--- src/rtl/sram_ctrl_pkg.sv ---
package sram_ctrl_pkg;

  typedef enum logic [1:0] {
    ST_IDLE  = 2'd0,
    ST_READ  = 2'd1,
    ST_WRITE = 2'd2,
    ST_HOLD  = 2'd3
  } ctrlState_e;

  // Strobes from control to datapath.
  typedef struct packed {
    logic latchReq;    // capture request fields this edge
    logic captureRd;   // sample memory read data this edge
    logic laneActive;  // lane strobes may be asserted this cycle
    logic driveBus;    // drive write data this cycle
  } dpStrobes_t;

  // Rounded-up cycles for a nanosecond minimum, never below one.
  function automatic int cyclesFor(input int ns, input int clkNs);
    int c;
    c = (ns + clkNs - 1) / clkNs;
    return (c < 1) ? 1 : c;
  endfunction

  function automatic int maxOf(input int a, input int b);
    return (a > b) ? a : b;
  endfunction

endpackage

--- src/rtl/sram_ctrl_fsm.sv ---
module sram_ctrl_fsm
  import sram_ctrl_pkg::*;
#(
  parameter int RD_CYC  = 7,
  parameter int WE_CYC  = 8,
  parameter int WHZ_CYC = 4
) (
  input  logic       clk,
  input  logic       rstN,
  input  logic       reqValid,
  input  logic       reqWrite,
  output logic       memCeN,
  output logic       memOeN,
  output logic       memWeN,
  output dpStrobes_t strobes,
  output logic       rspDone
);

  localparam int CNT_W = $clog2(maxOf(RD_CYC, WE_CYC) + 1);
  localparam logic [CNT_W-1:0] LAST_RD = CNT_W'(RD_CYC - 1);
  localparam logic [CNT_W-1:0] LAST_WE = CNT_W'(WE_CYC - 1);
  localparam logic [CNT_W-1:0] DRV_AT  = CNT_W'(WHZ_CYC);

  ctrlState_e       state, stateNxt;
  logic [CNT_W-1:0] cnt, cntNxt;
  logic             latchReq, captureRd, doneNxt;
  logic             laneActiveQ, driveBusQ;

  always_comb begin
    stateNxt  = state;
    cntNxt    = cnt;
    latchReq  = 1'b0;
    captureRd = 1'b0;
    unique case (state)
      ST_IDLE: begin
        if (reqValid) begin
          latchReq = 1'b1;
          cntNxt   = '0;
          stateNxt = reqWrite ? ST_WRITE : ST_READ;
        end
      end
      ST_READ: begin
        if (cnt == LAST_RD) begin
          captureRd = 1'b1;
          cntNxt    = '0;
          stateNxt  = ST_IDLE;
        end else begin
          cntNxt = cnt + 1'b1;
        end
      end
      ST_WRITE: begin
        if (cnt == LAST_WE) begin
          cntNxt   = '0;
          stateNxt = ST_HOLD;
        end else begin
          cntNxt = cnt + 1'b1;
        end
      end
      ST_HOLD: begin
        stateNxt = ST_IDLE;
      end
      default: stateNxt = ST_IDLE;
    endcase
  end

  assign doneNxt = captureRd || (state == ST_HOLD);

  // Memory controls are registered from the next state: glitch-free pins.
  always_ff @(posedge clk or negedge rstN) begin
    if (!rstN) begin
      state       <= ST_IDLE;
      cnt         <= '0;
      memCeN      <= 1'b1;
      memOeN      <= 1'b1;
      memWeN      <= 1'b1;
      laneActiveQ <= 1'b0;
      driveBusQ   <= 1'b0;
      rspDone     <= 1'b0;
    end else begin
      state       <= stateNxt;
      cnt         <= cntNxt;
      memCeN      <= (stateNxt == ST_IDLE);
      memOeN      <= (stateNxt != ST_READ);
      memWeN      <= (stateNxt != ST_WRITE);
      laneActiveQ <= (stateNxt == ST_READ) || (stateNxt == ST_WRITE);
      driveBusQ   <= ((stateNxt == ST_WRITE) && (cntNxt >= DRV_AT)) ||
                     (stateNxt == ST_HOLD);
      rspDone     <= doneNxt;
    end
  end

  always_comb begin
    strobes.latchReq   = latchReq;
    strobes.captureRd  = captureRd;
    strobes.laneActive = laneActiveQ;
    strobes.driveBus   = driveBusQ;
  end

endmodule

--- src/rtl/sram_ctrl_datapath.sv ---
module sram_ctrl_datapath
  import sram_ctrl_pkg::*;
#(
  parameter int ADDR_W = 19,
  parameter int DATA_W = 16,
  parameter int LANES  = 2
) (
  input  logic              clk,
  input  logic              rstN,
  input  dpStrobes_t        strobes,
  input  logic [ADDR_W-1:0] reqAddr,
  input  logic [DATA_W-1:0] reqWdata,
  input  logic [LANES-1:0]  reqByteEn,
  input  logic [DATA_W-1:0] memDqIn,
  output logic [ADDR_W-1:0] memAddr,
  output logic [DATA_W-1:0] memDqOut,
  output logic              memDqOe,
  output logic [LANES-1:0]  memLaneN,
  output logic [DATA_W-1:0] rspRdata
);

  localparam int LANE_W = DATA_W / LANES;

  logic [ADDR_W-1:0] addrQ;
  logic [DATA_W-1:0] wdataQ;
  logic [LANES-1:0]  maskQ;
  logic [DATA_W-1:0] rdataQ;

  always_ff @(posedge clk or negedge rstN) begin
    if (!rstN) begin
      addrQ  <= '0;
      wdataQ <= '0;
      maskQ  <= '0;
    end else if (strobes.latchReq) begin
      addrQ  <= reqAddr;
      wdataQ <= reqWdata;
      maskQ  <= reqByteEn;
    end
  end

  for (genvar g = 0; g < LANES; g++) begin : gLane
    // Disabled lanes read back as zero.
    always_ff @(posedge clk or negedge rstN) begin
      if (!rstN) begin
        rdataQ[g*LANE_W +: LANE_W] <= '0;
      end else if (strobes.captureRd) begin
        rdataQ[g*LANE_W +: LANE_W] <= maskQ[g] ? memDqIn[g*LANE_W +: LANE_W]
                                               : '0;
      end
    end
    assign memLaneN[g] = !(strobes.laneActive && maskQ[g]);
  end

  assign memAddr  = addrQ;
  assign memDqOut = wdataQ;
  assign memDqOe  = strobes.driveBus;
  assign rspRdata = rdataQ;

endmodule

--- src/rtl/sram_lane_ctrl.sv ---
module sram_lane_ctrl
  import sram_ctrl_pkg::*;
#(
  parameter int ADDR_W    = 19,
  parameter int DATA_W    = 16,
  parameter int LANES     = 2,
  parameter int CLK_NS    = 8,
  parameter int T_RC_NS   = 55,
  parameter int T_AA_NS   = 55,
  parameter int T_WC_NS   = 55,
  parameter int T_WP_NS   = 45,
  parameter int T_AW_NS   = 50,
  parameter int T_BW_NS   = 45,
  parameter int T_WHZ_NS  = 30,
  parameter int T_DW_NS   = 25
) (
  input  logic              clk,
  input  logic              rstN,
  input  logic              reqValid,
  input  logic              reqWrite,
  input  logic [ADDR_W-1:0] reqAddr,
  input  logic [DATA_W-1:0] reqWdata,
  input  logic [LANES-1:0]  reqByteEn,
  output logic [DATA_W-1:0] rspRdata,
  output logic              rspDone,
  output logic [ADDR_W-1:0] memAddr,
  output logic              memCeN,
  output logic              memOeN,
  output logic              memWeN,
  output logic [LANES-1:0]  memLaneN,
  output logic [DATA_W-1:0] memDqOut,
  output logic              memDqOe,
  input  logic [DATA_W-1:0] memDqIn
);

  // cycle counts from nanosecond minimums
  localparam int RD_CYC  = maxOf(cyclesFor(T_RC_NS, CLK_NS), cyclesFor(T_AA_NS, CLK_NS));
  localparam int WHZ_CYC = cyclesFor(T_WHZ_NS, CLK_NS);
  localparam int WE_CYC  = maxOf(maxOf(cyclesFor(T_WP_NS, CLK_NS), cyclesFor(T_AW_NS, CLK_NS)),
                                 maxOf(cyclesFor(T_BW_NS, CLK_NS),
                                       maxOf(WHZ_CYC + cyclesFor(T_DW_NS, CLK_NS),
                                             cyclesFor(T_WC_NS, CLK_NS) - 1)));

  dpStrobes_t strobes;

  sram_ctrl_fsm #(
    .RD_CYC (RD_CYC),
    .WE_CYC (WE_CYC),
    .WHZ_CYC(WHZ_CYC)
  ) i_fsm (
    .clk     (clk),
    .rstN    (rstN),
    .reqValid(reqValid),
    .reqWrite(reqWrite),
    .memCeN  (memCeN),
    .memOeN  (memOeN),
    .memWeN  (memWeN),
    .strobes (strobes),
    .rspDone (rspDone)
  );

  sram_ctrl_datapath #(
    .ADDR_W(ADDR_W),
    .DATA_W(DATA_W),
    .LANES (LANES)
  ) i_datapath (
    .clk      (clk),
    .rstN     (rstN),
    .strobes  (strobes),
    .reqAddr  (reqAddr),
    .reqWdata (reqWdata),
    .reqByteEn(reqByteEn),
    .memDqIn  (memDqIn),
    .memAddr  (memAddr),
    .memDqOut (memDqOut),
    .memDqOe  (memDqOe),
    .memLaneN (memLaneN),
    .rspRdata (rspRdata)
  );

endmodule

--- config.mk ---
export PLATFORM = sky130hd
export DESIGN_NAME = sram_lane_ctrl
export DESIGN_NICKNAME = d
export VERILOG_FILES = /design/src/rtl/sram_ctrl_pkg.sv /design/src/rtl/sram_ctrl_fsm.sv /design/src/rtl/sram_ctrl_datapath.sv /design/src/rtl/sram_lane_ctrl.sv
export SDC_FILE = /design/constraint.sdc
export NUM_CORES = 1
export LEC_CHECK = 0
export BUFFER_PORTS_ARGS = -buffer_cell sky130_fd_sc_hd__buf_2
export CELL_PAD_IN_SITES_DETAIL_PLACEMENT = 1
export CELL_PAD_IN_SITES_GLOBAL_PLACEMENT = 1
export CORE_ASPECT_RATIO = 0.7
export CORE_UTILIZATION = 39
export DETAILED_ROUTE_END_ITERATION = 16
export GPL_TIMING_DRIVEN = 0
export PLACE_DENSITY_LB_ADDON = 0.1
export SLEW_MARGIN = 20
export SYNTH_ARGS = -nofsm -noshare
export SYNTH_HDL_FRONTEND = slang
export SYNTH_SLANG_ARGS = --single-unit
--- constraint.sdc ---
create_clock -name clk -period 2.6 [get_ports clk]
set_input_delay 0.39 -clock clk [delete_from_list [all_inputs] [get_ports clk]]
set_output_delay 0.39 -clock clk [all_outputs]
set_load 0.02 [all_outputs]
==> impl_results.md <==
* Run status: finished, final reports clean
* DRC errors left at 0
* Largest net degree at the start of global routing at 56
* Layout cells sized above 1 at between 50% and 60%
* Critical path arrival at 2040 ps
* Critical path data required time at about 2800 ps
* Final period util at between 70% and 80%
* DR vias/cell at 4.67
* Post-CTS setup buffer count at 0
* Startpoint types: flip-flop
* Synth cell types at 32
* Ys flop type: dfrtp_1
* Vias in the first global route at between 2000 and 2500
* Die Span X at 101 um
* Pint at 2.91 mW
* Die area at roughly 0.0072 mm^2
* Via count at 2037
* Mapped Area at 0.00267 mm^2
* Power Total at 4.79 mW
* Final worst path period need at 1860 ps
* Wirelength per Cell at 14.8 um
* Layout area overhead at 35.0%
* FP Rows at 24
* Layout Cells excl Fill at 436
* Ys Warns at 0
* Fin. max-slew vios at 0
* Filler cells at ~740
* Worst-Margin Slew at around 520 ps
* Power per Cell Area at 1330 mW/mm^2
* RSZ-0062 raised after global routing: no
* Post-Place Setup Slack at 819 ps
* # setup viols final at 0
* Total GRT Usage at 18.9%
* Initial Utilization at 41.5%
* Max Cap Viol at 0
* Sequential power share at 36.5%
* Antenna cell count at 0
* CP Capture Type: flip-flop
* First-pass detailed-route iteration total at 4
* CTS buffer count at 9
* Detailed Route WL at between 6 and 7 mm
* Core footprint at about 0.0064 mm^2
* Num Clock Sinks at 65
* H-tree lvl count at 3
* Clock power frac at 19.0%
* First-pass GRT wire length at 10.3 mm
* RePlAce Congestion at 0.723
* Syn Inst Count at about 210
* CTS tree: yes
* Clock root cell: clkbuf_8
* Die Ht at roughly 70 um
* P_sw at roughly 1.9 mW
* Logic gate share of total power at about 45%
* #FFs+latches synth at 65
* Switching share of power at 39.2%
* Layout Skew at between 6 and 7 ps
* Syn avg cell area at 12.5 um^2
* Worst min path class: in -> reg
* Initial drt markers at 67
* Leakage at approximately 1.8 nW
* Seq/Total Area, Yosys at between 60% and 70%
* Crit Path Class: reg -> reg
* Setup ws final at 737 ps
* CTS clk-pin slew, worst paths at around 70 ps
* Ports at 115
* Rel. slew slack at around two thirds
* Post-synth EDFFs at 0
* Cells after DPL at 419
* Max IR drop VDD at 555 uV
* Worst-Skew Late Latency at 320 ps
* Hold WS at 294 ps
* Initial antenna violation count at 0
* Max Fanout on Critical Path at 4
* Grt ovf at 0
* Fin Setup TNS at 0 ps
* PostCTS Resize Cnt at 0
* Clk buf depth at 2
* Fin nets at 403
* Post-route antenna net violation count at 0
* Fmax at 537 MHz
* Synth Net Count at 276
* Final count of hold timing violations at 0
* Post-synth ARST share at 100%
* Port-buffer cells at about 110
* DP HPWL at between 4 and 5 mm
## flip-flops by register name (all words and copies together), names as in the netlist, named ones only
register and cells:
i_datapath.memAddr 19, i_datapath.memDqOut 16, i_datapath.rspRdata 16, i_datapath.maskQ 2, i_fsm.cnt 2, i_fsm.state 2
i_fsm.driveBusQ 1, i_fsm.laneActiveQ 1, i_fsm.memCeN 1, i_fsm.memOeN 1, i_fsm.memWeN 1, i_fsm.rspDone 1
## per-layer routing
layer | GRT usage, % | vias to the layer above | part of all wire, %
li1 | - | 972 | -
met1 | 24.9 | 983 | 44
met2 | 29.5 | 76 | 48
met3 | 6.93 | 6 | 7.1
met4 | 5.48 | 0 | 0.92
met5 | 0 | - | 0
## cell type report
cell class,instances,area [um^2],area share [%]
clock buffer,10,128,3.54
inverter,8,30.0,0.833
timing repair buffer,116,611,16.9
tap,91,114,3.16
sequential,65,1630,45.2
buffer,12,72.6,2.01
clock inverter,6,82.6,2.29
multi-input combinational,128,936,26.0
## power groups by stage
stage | clock network (mW) | logic (mW) | registers (mW)
2_1_floorplan | 0 | 0.875 | 2.28
3_3_place_gp | 0 | 2.09 | 1.74
3_5_place_dp | 0 | 2.15 | 1.76
4_1_cts | 0.942 | 2.16 | 1.75
5_1_grt | 0.977 | 2.31 | 1.81
6_report | 0.909 | 2.13 | 1.75
## final timing paths
path / start / end / slack, ps / cells after the start
max: flip-flop / i_fsm.driveBusQ / 740 / 7
max reg2reg: flip-flop / i_fsm.driveBusQ / 740 / 7
max in group asynchronous: rstN / i_fsm.memOeN / 1620 / 3
min reg2reg: i_datapath.rspRdata[3] / i_datapath.rspRdata[3] / 470 / 2
min: reqAddr[0] / i_datapath.memAddr[0] / 290 / 2
min in group asynchronous: rstN / i_datapath.memDqOut[4] / 450 / 2
## worst max-delay path, stage by stage (launching register included)
cell      delay [ps]
dfrtp_1          390
ha_1             230
nand2b_1         110
nor3b_1          340
a21oi_1          180
ha_1             250
nor2_1           160
a41oi_2           50
## what timing repair did
action / in CTS / in global routing
endpoints found under the setup margin: 0 / 0
hold buffers: 1 / 0
endpoints found under the hold margin: 9 / 0
## kinds of logic after synthesis
group,count (synthesis),synth area share [%]
XOR/XNOR,1,0.328
adder cells (fa/ha/maj),6,2.81
flip-flops,65,61.1
AO/OA/AOI/OAI,27,5.95
buffers and inverters,20,3.84
AND/OR/NAND/NOR,56,9.99
multiplexers,38,16.0
## through the flow
| step | utilization, % | instance area [um^2] |
|---|---|---|
| 4_1_cts | 56.1 | 3600 |
| 5_1_grt | 56.1 | 3600 |
| 3_5_place_dp | 52.6 | 3380 |
| 2_1_floorplan | - | 2670 |
| 6_report | 56.1 | 3600 |
| 3_3_place_gp | 52.2 | 3350 |
## synthesized netlist by cell type, types with 4 or more instances
cell type  instances  area (um^2)
ha_1               6         75.1
a21oi_1            5         25.0
mux2_2            37          417
nand2_1           36          135
buf_4              4         30.0
buf_2              4         20.0
dfrtp_1           62         1550
inv_1              8         30.0
nor3b_1            4         30.0
o21ai_0           16         80.1
## cells in the final DEF, fill, tap and decap left out, drive strengths merged, types with 2 or more instances in the layout
cell type  count
bufinv         2
mux2          37
nor3b          4
dfrtp         62
inv            8
nand3b         3
clkinv         3
nor3           2
buf          124
nand2         36
a21oi          5
ha             6
clkbuf        13
nor2           3
dfstp          3
o21ai         16
(Power assumes the default switching activity.)
